`config.mk`:
```
export PLATFORM = sky130hd
export DESIGN_NAME = relay_power_sequencer
export DESIGN_NICKNAME = d
export VERILOG_FILES = /design/src/rtl/rps_pkg.sv /design/src/rtl/rps_sat_counter.sv /design/src/rtl/rps_uv_detect.sv /design/src/rtl/rps_seq_fsm.sv /design/src/rtl/relay_power_sequencer.sv
export SDC_FILE = /design/constraint.sdc
export NUM_CORES = 1
export LEC_CHECK = 0
export BUFFER_PORTS_ARGS = -buffer_cell sky130_fd_sc_hd__buf_2
export CORE_ASPECT_RATIO = 1.25
export CORE_UTILIZATION = 50
export CTS_CLUSTER_SIZE = 20
export DETAILED_ROUTE_END_ITERATION = 10
export PLACE_DENSITY = 0.7
export SYNTH_ARGS = -nofsm -noshare
export SYNTH_HDL_FRONTEND = slang
export SYNTH_SLANG_ARGS = --single-unit
```
`constraint.sdc`:
```
create_clock -name clk -period 2.56 [get_ports clk]
set_clock_uncertainty 0.2 [all_clocks]
set_input_delay 0.128 -clock clk [delete_from_list [all_inputs] [get_ports clk]]
set_output_delay 0.128 -clock clk [all_outputs]
set_load 0.01 [all_outputs]
```
`src/rtl/rps_pkg.sv`:
```
package rps_pkg;

    typedef enum logic [2:0] {
        ST_OFF         = 3'd0,
        ST_SET_PULSE   = 3'd1,
        ST_PLUG_ON     = 3'd2,
        ST_IDLE        = 3'd3,
        ST_RESET_PULSE = 3'd4
    } rps_state_e;

    typedef struct packed {
        rps_state_e state;
        logic       set_coil;
        logic       reset_coil;
        logic       amp_en;
    } rps_ctrl_s;

    localparam rps_ctrl_s CTRL_RST = '{
        state:      ST_OFF,
        set_coil:   1'b0,
        reset_coil: 1'b0,
        amp_en:     1'b0
    };

endpackage

```
`src/rtl/rps_sat_counter.sv`:
```
module rps_sat_counter #(
    parameter int W = 8
) (
    input  logic         clk,
    input  logic         rst,
    input  logic         clr_i,
    input  logic         inc_i,
    output logic [W-1:0] count_o
);
    localparam logic [W-1:0] CNT_MAX = '1;

    logic [W-1:0] cnt_d, cnt_q;

    always_comb begin
        cnt_d = cnt_q;
        if (clr_i) begin
            cnt_d = '0;
        end else if (inc_i && (cnt_q != CNT_MAX)) begin
            cnt_d = cnt_q + 1'b1;
        end
    end

    always_ff @(posedge clk) begin
        if (rst) begin
            cnt_q <= '0;
        end else begin
            cnt_q <= cnt_d;
        end
    end

    assign count_o = cnt_q;
endmodule

```
`src/rtl/rps_uv_detect.sv`:
```
module rps_uv_detect #(
    parameter int W        = 8,
    parameter int UV_LEVEL = 217
) (
    input  logic [W-1:0] sample_i,
    input  logic         sample_vld_i,
    output logic         uv_o
);
    localparam logic [W-1:0] LEVEL_V = W'(UV_LEVEL);

    assign uv_o = sample_vld_i && (sample_i <= LEVEL_V);
endmodule

```
`src/rtl/rps_seq_fsm.sv`:
```
module rps_seq_fsm
    import rps_pkg::*;
#(
    parameter int CNT_W        = 8,
    parameter int CHARGE_TICKS = 10,
    parameter int DWELL1_TICKS = 10,
    parameter int DWELL2_TICKS = 35
) (
    input  logic             clk,
    input  logic             rst,
    input  logic             eval_i,
    input  logic             uv_i,
    input  logic [CNT_W-1:0] charge_cnt_i,
    input  logic [CNT_W-1:0] sleep_cnt_i,
    output logic             sleep_clr_o,
    output logic             set_coil_o,
    output logic             reset_coil_o,
    output logic             amp_en_o
);
    localparam logic [CNT_W-1:0] CHARGE_LIM = CNT_W'(CHARGE_TICKS);
    localparam logic [CNT_W-1:0] DWELL1_LIM = CNT_W'(DWELL1_TICKS);
    localparam logic [CNT_W-1:0] DWELL2_LIM = CNT_W'(DWELL2_TICKS);

    rps_ctrl_s ctrl_d, ctrl_q;
    logic      sleep_clr_d;
    logic      charge_done, dwell1_done, dwell2_done;

    assign charge_done = charge_cnt_i >= CHARGE_LIM;
    assign dwell1_done = sleep_cnt_i  >= DWELL1_LIM;
    assign dwell2_done = sleep_cnt_i  >= DWELL2_LIM;

    // Timer events are tested before undervoltage; one transition per cycle.
    always_comb begin
        ctrl_d      = ctrl_q;
        sleep_clr_d = 1'b0;
        if (eval_i) begin
            unique case (ctrl_q.state)
                ST_OFF: begin
                    if (charge_done) begin
                        ctrl_d.reset_coil = 1'b0;
                        ctrl_d.set_coil   = 1'b1;
                        ctrl_d.state      = ST_SET_PULSE;
                        sleep_clr_d       = 1'b1;
                    end
                end
                ST_SET_PULSE: begin
                    if (dwell1_done) begin
                        ctrl_d.set_coil = 1'b0;
                        ctrl_d.state    = ST_PLUG_ON;
                        sleep_clr_d     = 1'b1;
                    end else if (uv_i) begin
                        ctrl_d.set_coil   = 1'b0;
                        ctrl_d.amp_en     = 1'b0;
                        ctrl_d.reset_coil = 1'b1;
                        ctrl_d.state      = ST_RESET_PULSE;
                        sleep_clr_d       = 1'b1;
                    end
                end
                ST_PLUG_ON: begin
                    if (dwell2_done) begin
                        ctrl_d.amp_en = 1'b1;
                        ctrl_d.state  = ST_IDLE;
                    end else if (uv_i) begin
                        ctrl_d.set_coil   = 1'b0;
                        ctrl_d.amp_en     = 1'b0;
                        ctrl_d.reset_coil = 1'b1;
                        ctrl_d.state      = ST_RESET_PULSE;
                        sleep_clr_d       = 1'b1;
                    end
                end
                ST_IDLE: begin
                    if (uv_i) begin
                        ctrl_d.set_coil   = 1'b0;
                        ctrl_d.amp_en     = 1'b0;
                        ctrl_d.reset_coil = 1'b1;
                        ctrl_d.state      = ST_RESET_PULSE;
                        sleep_clr_d       = 1'b1;
                    end
                end
                ST_RESET_PULSE: begin
                    if (dwell1_done) begin
                        ctrl_d.reset_coil = 1'b0;
                        ctrl_d.state      = ST_OFF;
                    end
                end
                default: begin
                    ctrl_d = CTRL_RST;
                end
            endcase
        end
    end

    always_ff @(posedge clk) begin
        if (rst) begin
            ctrl_q <= CTRL_RST;
        end else begin
            ctrl_q <= ctrl_d;
        end
    end

    assign sleep_clr_o  = sleep_clr_d;
    assign set_coil_o   = ctrl_q.set_coil;
    assign reset_coil_o = ctrl_q.reset_coil;
    assign amp_en_o     = ctrl_q.amp_en;
endmodule

```
`src/rtl/relay_power_sequencer.sv`:
```
module relay_power_sequencer #(
    parameter int SAMPLE_W     = 8,
    parameter int CNT_W        = 8,
    parameter int UV_LEVEL     = 217,
    parameter int CHARGE_TICKS = 10,
    parameter int DWELL1_TICKS = 10,
    parameter int DWELL2_TICKS = 35
) (
    input  logic                clk,
    input  logic                rst,
    input  logic [SAMPLE_W-1:0] sample_i,
    input  logic                sample_vld_i,
    input  logic                tick_i,
    output logic                set_coil_o,
    output logic                reset_coil_o,
    output logic                amp_en_o
);
    logic             uv_evt;
    logic             sleep_clr;
    logic [CNT_W-1:0] charge_cnt;
    logic [CNT_W-1:0] sleep_cnt;

    rps_uv_detect #(
        .W        (SAMPLE_W),
        .UV_LEVEL (UV_LEVEL)
    ) u_uv (
        .sample_i     (sample_i),
        .sample_vld_i (sample_vld_i),
        .uv_o         (uv_evt)
    );

    // healthy-supply time: cleared by every undervoltage sample
    rps_sat_counter #(.W(CNT_W)) u_charge_cnt (
        .clk     (clk),
        .rst     (rst),
        .clr_i   (uv_evt),
        .inc_i   (tick_i),
        .count_o (charge_cnt)
    );

    // dwell time inside the current stage
    rps_sat_counter #(.W(CNT_W)) u_sleep_cnt (
        .clk     (clk),
        .rst     (rst),
        .clr_i   (sleep_clr),
        .inc_i   (tick_i),
        .count_o (sleep_cnt)
    );

    rps_seq_fsm #(
        .CNT_W        (CNT_W),
        .CHARGE_TICKS (CHARGE_TICKS),
        .DWELL1_TICKS (DWELL1_TICKS),
        .DWELL2_TICKS (DWELL2_TICKS)
    ) u_fsm (
        .clk          (clk),
        .rst          (rst),
        .eval_i       (sample_vld_i),
        .uv_i         (uv_evt),
        .charge_cnt_i (charge_cnt),
        .sleep_cnt_i  (sleep_cnt),
        .sleep_clr_o  (sleep_clr),
        .set_coil_o   (set_coil_o),
        .reset_coil_o (reset_coil_o),
        .amp_en_o     (amp_en_o)
    );
endmodule

```
# Word-level counts from Yosys, hierarchy flattened
# Index checks and enable logic that the tools add are counted.
# Widths: inputs -> output; s select.
[totals] regBits=22 input_bits=12 output_inout_bits=3 word_cells=54
[classes] add_sub_neg=2 order_cmp=4 eq_ne=10 muxes=19 bitwise=2 n_reduce_logical=11
[op_table] operator="$add 8x1->8 const B" count=2
[op_table] operator="$ge 8x4->1 const B" count=2
[op_table] operator="$ne 8x8->1 const B" count=2
[op_table] operator="$pmux 3 s5" count=1
[op_table] operator="$pmux 1 s5" count=2
[op_table] operator="$ge 8x6->1 const B" count=1
[op_table] operator="$le 8x8->1 const B" count=1
[op_table] operator="$pmux 1 s4" count=2
[op_table] operator="$mux 1" count=7
[op_table] operator="$eq 3x2->1 const B" count=2
[op_table] operator="$mux 3" count=2
[op_table] operator="$mux 6" count=1
[op_table] operator="$reduce_and 3->1" count=2
[op_table] operator="$reduce_or 2->1" count=3
[op_table] operator="$mux 5" count=1
[op_table] operator="$reduce_and 5->1" count=1
[op_table] operator="$mux 2" count=2
[op_table] operator="$mux 4" count=1
[op_table] operator="$ne 2x1->1 const B" count=2
[op_table] operator="$ne 2x2->1 const B" count=2
[op_table] operator="$reduce_and 4->1" count=1
[op_table] operator="$eq 3x1->1 const B" count=1
[op_table] operator="$eq 3x3->1 const B" count=1
[op_table] operator="$logic_and 1x1->1" count=3
[op_table] operator="2 further kinds" count=3

# Longest topological paths before layout
# Gate-level depths: netlist (run 1).
[logic_depth] depth_word=7 ltp_mapped=8 mapped_depth_nobuf=7

# Modules after synthesis
# From an unflattened synthesis (run 1), not the netlist that was laid out.
[unflattened] hier_cells=155 hier_area_um2=1353.8
[by_module_without_submodules] module="rps_sat_counter" instances=2 cells_per_inst=47 area_each_um2=435.4 seq_area_each_um2=160.2
[by_module_without_submodules] module="rps_seq_fsm" instances=1 cells_per_inst=57 area_each_um2=457.9 seq_area_each_um2=120.1
[by_module_without_submodules] module="rps_uv_detect" instances=1 cells_per_inst=4 area_each_um2=25.0 seq_area_each_um2=0.0

# Least setup slack after synthesis (run 1)
# Ideal clock, no wire load.
[synth_timing] kind="register to register" start="register u_sleep_cnt.cnt_q[1] (netlist: u_sleep_cnt.count_o[1])" end="register u_fsm.ctrl_q, in the netlist u_fsm.reset_coil_o" setup_ps=119 arrival_ps=1827 t_required_ps=2241 slack_ps=414 stages_incl_launch_ff=6 path_buffers=0 period_less_slack_ps=2146 path_cell_list="dfxtp_1 ha_1 o41ai_1 a2111oi_0 nor4b_1 o221a_2"
[synth_between] elab_chain_len=3 elab_cells_between_ends=6 classes_between="2 x order compare; 3 x eq/ne; 1 x reduce/logical"
[synth_lines] item="start: declaration" line_no="rps_sat_counter.sv:12" text="logic [W-1:0] cnt_d, cnt_q;"
[synth_lines] item="start signal: assignment" line_no="rps_sat_counter.sv:27" text="cnt_q <= cnt_d;"
[synth_lines] item="$ge 8x4->1 / $ge 8x6->1 (equally long branches)" line_no="rps_seq_fsm.sv:29, rps_seq_fsm.sv:30"
[synth_lines] item="$ne 2x1->1 (no source line) / $ne 2x2->1 (equally long branches)"
[synth_lines] item="$reduce_and 5->1 (no source line) *"
[synth_lines] item="end signal: assignment" line_no="rps_seq_fsm.sv:97" text="ctrl_q <= ctrl_d;"
[synth_lines] item="end: declaration" line_no="rps_seq_fsm.sv:24" text="rps_ctrl_s ctrl_d, ctrl_q;"
# Mark *: on every way between the ends. The rest lies on a longest branch, timed or not.
# A chain may end at the register's enable or synchronous reset.

# Final worst setup path (run 1)
[layout_timing] start="register u_sleep_cnt.cnt_q[1] (netlist: u_sleep_cnt.count_o[1])" end="register u_sleep_cnt.cnt_q[6] (netlist: u_sleep_cnt.count_o[6])"
[layout_between] elab_chain_len=5 elab_cells_between_ends=10 classes_between="1 x add/sub; 2 x order compare; 1 x eq/ne; 4 x mux; 2 x reduce/logical"
[layout_lines] item="$ge 8x6->1 / $ge 8x4->1 (equally long branches)" line_no="rps_seq_fsm.sv:30, rps_seq_fsm.sv:29"
[layout_lines] item="$mux 1 (on tied branches)" line_no="rps_seq_fsm.sv:60, rps_seq_fsm.sv:47"
[layout_lines] item="$pmux 1 s4" line_no="rps_seq_fsm.sv:37" text="unique case (ctrl_q.state)"
[layout_lines] item="$mux 1" line_no="rps_seq_fsm.sv:36" text="if (eval_i) begin"
[layout_lines] item="$reduce_or 2->1 (no source line)"
# Parallel ways exist; a longest one is shown, timed or not.

==> results.sh, run 1 <==
export IMPL_crit_fanout=8
export IMPL_grt_pass1_vias=1123
export IMPL_ant_nets=0
export IMPL_status="finished, final reports clean"
export IMPL_cts_setup_buffers=0
export IMPL_report_final_hold_viol_count=0
export IMPL_fp_dieH_um=56.7
export IMPL_grt_pass1_wl_um=4670
export IMPL_synth_main_ff_cell="dfxtp_1"
export IMPL_grt_max_degree=14
export IMPL_power_frac_comb_pct=7.7
export IMPL_antenna_cells=0
export IMPL_fmax_mhz=418
export IMPL_power_per_cell_area_nw_per_um2=486
export IMPL_slowest_stage="a2111oi_1"
export IMPL_antenna_found_initial=0
export IMPL_cts_tree="built"
export IMPL_finalMaxSlewViolations=0
export IMPL_peakVddDrop_v=0.000357
export IMPL_crit_type="reg -> reg"
export IMPL_p_sw_w=0.000148
export IMPL_ctsHtreeMaxLevel=1
export IMPL_drt_iter0_markers=38
export IMPL_drt_pass1_iterations=4
export IMPL_gp_congestion=0.807
export IMPL_io_pin_count=15
export IMPL_viasPerCell=5.70
export IMPL_place_port_buffers=13
export IMPL_drive_gt1_share_pct=15.7
export IMPL_avgSynthCellArea_sq_um=8.61
export IMPL_cts_sinks=22
export IMPL_rsz0062_at_grt="false"
export IMPL_cts_buffer_depth=2
export IMPL_post_synth_top_area_fraction_pct=36.8
export IMPL_synth_nets=155
export IMPL_core_area_sq_um=2230
export IMPL_hold_path_class="in -> reg"
export IMPL_wl_per_cell_um=13.3
export IMPL_finalNetCount=176
export IMPL_synth_area_top_cells="dfxtp_1, nor2_1, xor2_1, ha_1, xnor2_1"
export IMPL_post_synth_top_count_cell="dfxtp_1"
export IMPL_finalCriticalPeriod_ns=2.39
export IMPL_die_area_sq_um=2600
export IMPL_grt_usage_pct=23.9
export IMPL_dp_hpwl_um=1920
export IMPL_path_delay_family="compound AO/OA/AOI/OAI gates"
export IMPL_async_flop_share_pct=0
export IMPL_tns_ns=0
export IMPL_end_kind="flop"
export IMPL_initial_utilization_pct=53.6
export IMPL_power_frac_seq_pct=52.4
export IMPL_synth_distinct_cells=45
export IMPL_synth_edf_count=0
export IMPL_ys_ff_latch=22
export IMPL_worst_pin_slew_ns=0.861
export IMPL_clkTransAtPathRegs_ns=0.13
export IMPL_slowest_delay_ns=0.77
export IMPL_relSlewSlack_pct=42.4
export IMPL_switching_share_pct=21.8
export IMPL_synth_largest_area_cell="dfxtp_1"
export IMPL_p_leak_nw=0.525
export IMPL_fin_ws_ns=0.166
export IMPL_netlist_instances=139
export IMPL_syn_area_sq_um=1200
export IMPL_fin_crit_sh_pct=93.5
export IMPL_critPathRequiredTime_ns=2.56
export IMPL_finalSetupViolations=0
export IMPL_fin_hold_ws_ns=0.113
export IMPL_gr_total_overflow=0
export IMPL_yosys_warnings=0
export IMPL_yosysSeqAreaShare_pct=36.8
export IMPL_critical_path_startpoint_type="flop"
export IMPL_die_x_um=45.8
export IMPL_rows=19
export IMPL_cp_data_arrival_time_ns=2.40
export IMPL_num_vias=1083
export IMPL_ys_top_cells_by_count="dfxtp_1, nor2_1, inv_1"
export IMPL_drc_errors=0
export IMPL_dpl_worst_slack_ns=0.218
export IMPL_clock_latency_ns=0.32
export IMPL_p_clk_share_pct=39.9
export IMPL_cts_root_buf="clkbuf_4"
export IMPL_worst_path_buf_inv=0
export IMPL_drt_wl_total_um=2530
export IMPL_path_cells="ha_1, o31ai_1, a2111oi_1, o21ba_1, or3_1, nor2_1"
export IMPL_syn_to_final_growth_pct=16.3
export IMPL_drv_cap=0
export IMPL_p_int_w=0.000529
export IMPL_cts_buffers=3
==> area by class of cell <==
| type | count | area (sq um) |
|---|---|---|
| Fill cell | 213 | 842 |
| Multi-Input combinational cell | 105 | 709 |
| Sequential cell | 22 | 440 |
| Timing Repair Buffer | 19 | 118 |
| Clock buffer | 3 | 22.5 |
| Inverter | 9 | 33.8 |
| Clock inverter | 1 | 30.0 |
| Tap cell | 31 | 38.8 |
==> flip-flops by register name (all words and copies together), names as in the netlist <==
signal and flops:
u_fsm.ctrl_q 3, u_charge_cnt.count_o 8, u_fsm.amp_en_o 1, u_fsm.reset_coil_o 1, u_sleep_cnt.count_o 8, u_fsm.set_coil_o 1
==> logic make-up (layout without fill, tap and decap cells) <==
kind of cell	after synthesis	after routing	synth area share (%)
simple gates	53	53	24.5
compound gates	37	37	22.0
flops	22	22	36.8
buf+inv	12	32	4.49
xor+xnor	11	11	8.05
fa+ha+maj	4	4	4.18
==> routing by layer <==
layer | up-vias | global-route usage (%) | share of wire, %
li1 | 550 | - | -
met1 | 508 | 28.5 | 43
met2 | 18 | 39.8 | 52
met3 | 7 | 3.54 | 2.3
met4 | 0 | 12.2 | 2.3
met5 | - | 0 | 0
==> tightest hold or removal path, stage by stage <==
cell and delay [ns]:
buf_2 0.10, nand2_1 0.06, a211oi_1 0.07, o21ai_0 0.15, a21oi_1 0.07
==> path summary, 6_finish.rpt <==
kind	startpoint	end	slack [ns]	depth (start not counted)
setup / recovery	u_sleep_cnt.count_o[1]$_SDFFE_PP0P_	u_sleep_cnt.count_o[6]$_SDFFE_PP0P_	0.17	6
hold / removal	sample_i[6]	u_fsm.ctrl_q[4]$_SDFFE_PP0P_	0.11	5
setup reg to reg	u_sleep_cnt.count_o[1]$_SDFFE_PP0P_	u_sleep_cnt.count_o[6]$_SDFFE_PP0P_	0.17	6
hold reg to reg	u_fsm.amp_en_o$_SDFFE_PP0P_	u_fsm.amp_en_o$_SDFFE_PP0P_	0.27	2
==> power by group through the flow <==
stage / Sequential (W) / Clock [W] / Combinational (W)
finish: 0.000355 / 0.000270 / 0.0000523
global route: 0.000356 / 0.000291 / 0.0000590
CTS: 0.000355 / 0.000276 / 0.0000524
detailed placement: 0.000362 / 0 / 0.0000485
global placement: 0.000362 / 0 / 0.0000462
floorplan: 0.000362 / 0 / 0.0000318
==> through the flow <==
| stage | area (sq um) | power (W) | cells | util [%] |
|---|---|---|---|---|
| 6_report | 1390 | 0.000677 | 190 | 62.3 |
| 2_1_floorplan | 1200 | 0.000393 | 139 | - |
| 3_5_place_dp | 1300 | 0.000411 | 183 | 58.3 |
| 4_1_cts | 1390 | 0.000683 | 190 | 62.0 |
| 3_3_place_gp | 1300 | 0.000408 | 183 | 58.3 |
| 5_1_grt | 1390 | 0.000706 | 190 | 62.3 |
==> layout by cell type, fill, tap and decap left out, types with 3 or more instances in the layout <==
master / n
dfxtp_1: 22
nor2_1: 19
nand2b_1: 3
a21oi_1: 8
inv_1: 9
buf_4: 3
a31oi_1: 3
ha_1: 4
nand2_1: 6
nand4_1: 5
dlygate4sd3_1: 3
xor2_1: 6
buf_2: 13
xnor2_1: 5
clkbuf_4: 3
o21ai_0: 5
nand3_1: 4
o31ai_1: 3
==> timing repair <==
action / CTS / global route
hold buffers: 3 / 0
resized for setup: 0 / 1
endpoints found under the hold margin: 7 / 0
setup endpoints to repair: 0 / 5
No activity file was read; power rests on OpenSTA's default activity.
==> inputs of run 2 (changes only) <==
Settings changed: BUFFER_PORTS_ARGS -buffer_cell sky130_fd_sc_hd__buf_2 to unset, CELL_PAD_IN_SITES_DETAIL_PLACEMENT set to 1, CELL_PAD_IN_SITES_GLOBAL_PLACEMENT set to 1, CORE_UTILIZATION 50 to 46, DONT_BUFFER_PORTS set to 1, PLACE_DENSITY 0.7 to unset, PLACE_DENSITY_LB_ADDON set to 0.1.
Clock period 2.56 ns to 2.5 ns, I/O delays scaled along.
==> run 2 against run 1 <==
Fmax is 7.6% higher. First-iteration DRC count is 50% lower. Cell area is 2.5% lower. Register-to-register slack better by 0.11 ns. Count of clock-buffer cells in the layout is 1 higher. Sequential cell count stayed put. Global-route usage is 0.23 points lower. Hold slack worse by 0.070 ns. Final cell count is 3.2% lower. Combinational power is 2% lower.
==> results.sh, run 2 (synthesized netlist as in run 1, its figures left out) <==
export IMPL_cts_buffer_depth=2
export IMPL_io_pin_count=15
export IMPL_crit_type="reg -> reg"
export IMPL_power_per_cell_area_nw_per_um2=454
export IMPL_p_clk_share_pct=32.8
export IMPL_cts_sinks=22
export IMPL_worstReg2RegStart="u_sleep_cnt.count_o[0]$_SDFFE_PP0P_"
export IMPL_drt_pass1_iterations=4
export IMPL_syn_to_final_growth_pct=13.4
export IMPL_relSlewSlack_pct=58.6
export IMPL_finalNetCount=168
export IMPL_p_sw_w=0.000149
export IMPL_clkTransAtPathRegs_ns=0.13
export IMPL_power_frac_comb_pct=8.3
export IMPL_grt_usage_pct=23.7
export IMPL_cp_data_arrival_time_ns=2.26
export IMPL_die_area_sq_um=2810
export IMPL_timing_rr_end="u_sleep_cnt.count_o[1]$_SDFFE_PP0P_"
export IMPL_utilization_pct=55.4
export IMPL_tns_ns=0
export IMPL_final_cell_mix="dfxtp_1, nor2_1, inv_1"
export IMPL_status="finished, final reports clean"
export IMPL_critical_path_startpoint_type="flop"
export IMPL_hold_path_class="in -> reg"
export IMPL_drt_iter0_markers=19
export IMPL_power_frac_seq_pct=58.9
export IMPL_clock_latency_ns=0.31
export IMPL_fin_cells=184
export IMPL_rrSetupSlack_ns=0.28
export IMPL_crit_fanout=8
export IMPL_worst_pin_slew_ns=0.613
export IMPL_dpl_worst_slack_ns=0.158
export IMPL_antenna_cells=0
export IMPL_cts_tree="built"
export IMPL_fmax_mhz=450
export IMPL_place_port_buffers=0
export IMPL_switching_share_pct=24.2
export IMPL_initial_utilization_pct=48.8
export IMPL_p_int_w=0.000467
export IMPL_grt_max_degree=13
export IMPL_end_kind="flop"
export IMPL_dp_cells=174
export IMPL_peakVddDrop_v=0.000213
export IMPL_cp_startpoint="u_sleep_cnt.count_o[0]$_SDFFE_PP0P_"
export IMPL_gr_total_overflow=0
export IMPL_critPathRequiredTime_ns=2.54
export IMPL_viasPerCell=5.89
export IMPL_num_vias=1084
export IMPL_gp_congestion=0.805
export IMPL_report_final_hold_viol_count=0
export IMPL_drc_errors=0
export IMPL_fp_dieH_um=59.0
export IMPL_grt_pass1_wl_um=4750
export IMPL_grt_pass1_vias=1104
export IMPL_ctsHtreeMaxLevel=1
export IMPL_core_area_sq_um=2450
export IMPL_worstSetupEndpoint="u_sleep_cnt.count_o[1]$_SDFFE_PP0P_"
export IMPL_hp_start="sample_i[5]"
export IMPL_drv_cap=0
export IMPL_antenna_found_initial=0
export IMPL_cts_root_buf="clkbuf_4"
export IMPL_wl_per_cell_um=15.8
export IMPL_rsz0062_at_grt="false"
export IMPL_reg2reg_depth=7
export IMPL_finalSetupViolations=0
export IMPL_p_leak_nw=0.482
export IMPL_finalCriticalPeriod_ns=2.22
export IMPL_finalMaxSlewViolations=0
export IMPL_drive_gt1_share_pct=9.27
export IMPL_dp_hpwl_um=2100
export IMPL_rows=20
export IMPL_layout_commonest_cell="dfxtp_1"
export IMPL_final_fill_count=317
export IMPL_fin_crit_sh_pct=89.0
export IMPL_ant_nets=0
export IMPL_fin_ws_ns=0.276
export IMPL_drt_wl_total_um=2900
export IMPL_cts_buffers=3
export IMPL_die_x_um=47.6
-- run 2: cell types whose count changed in the layout (fill, tap and decap cells not counted), sizes merged --
cell,change
clkbuf,+1
dlygate4sd3,+3
buf,-11
bufinv,-1
-- run 2: worst min-delay path by stage --
stage	to	cells past startpoint
floorplan	u_fsm.ctrl_q[4]$_SDFFE_PP0P_	2
global placement	u_fsm.ctrl_q[4]$_SDFFE_PP0P_	1
detailed placement	u_fsm.set_coil_o$_SDFFE_PP0P_	1
CTS	u_fsm.ctrl_q[4]$_SDFFE_PP0P_	4
global route	u_fsm.ctrl_q[4]$_SDFFE_PP0P_	4
finish	u_fsm.ctrl_q[4]$_SDFFE_PP0P_	4
-- run 2: layout make-up --
cell class | count | area, sq um | share of cell area, %
Timing Repair Buffer | 11 | 97.6 | 7.19
Sequential cell | 22 | 440 | 32.4
Multi-Input combinational cell | 105 | 708 | 52.2
Inverter | 9 | 33.8 | 2.49
Tap cell | 33 | 41.3 | 3.04
Clock buffer | 4 | 36.3 | 2.67
-- run 2: critical path, cell delays in order, from the launching register on --
cell	delay, ns
dfxtp_1	0.42
inv_1	0.07
ha_1	0.20
o31ai_1	0.31
a2111oi_1	0.18
o21ba_1	0.23
or3_4	0.40
a211oi_2	0.16
-- run 2: routing by layer --
layer / vias up / wire length [um] / track usage, %
li1: 539 / - / -
met1: 523 / 1270 / 28.2
met2: 16 / 1510 / 40.7
met3: 6 / 69 / 4.27
met4: 0 / 49 / 9.13
met5: - / 0 / 0
-- run 2: power groups by stage --
| stage | logic (W) | clock network, W | registers, W |
|---|---|---|---|
| 6_report | 0.0000513 | 0.000202 | 0.000363 |
| 3_3_place_gp | 0.0000378 | 0 | 0.000371 |
| 5_1_grt | 0.0000572 | 0.000217 | 0.000364 |
| 2_1_floorplan | 0.0000325 | 0 | 0.000370 |
| 4_1_cts | 0.0000498 | 0.000211 | 0.000363 |
| 3_5_place_dp | 0.0000397 | 0 | 0.000371 |
-- run 2: timing repair --
action / CTS / global route
endpoints found under the setup margin: 0 / 1
hold buffers: 5 / 1
setup buffers: 0 / 0
endpoints found under the hold margin: 18 / 8
resized for setup: 0 / 1
-- run 2: stage by stage --
| step | power, W | hold slack [ns] | instance area [sq um] |
|---|---|---|---|
| final | 0.000617 | 0.0425 | 1360 |
| after global routing | 0.000638 | 0.0837 | 1360 |
| after CTS | 0.000624 | 0.0168 | 1340 |
| after detailed placement | 0.000411 | -0.00127 | 1260 |
| after global placement | 0.000408 | -0.00500 | 1260 |
| after floorplan | 0.000403 | 0.104 | 1200 |
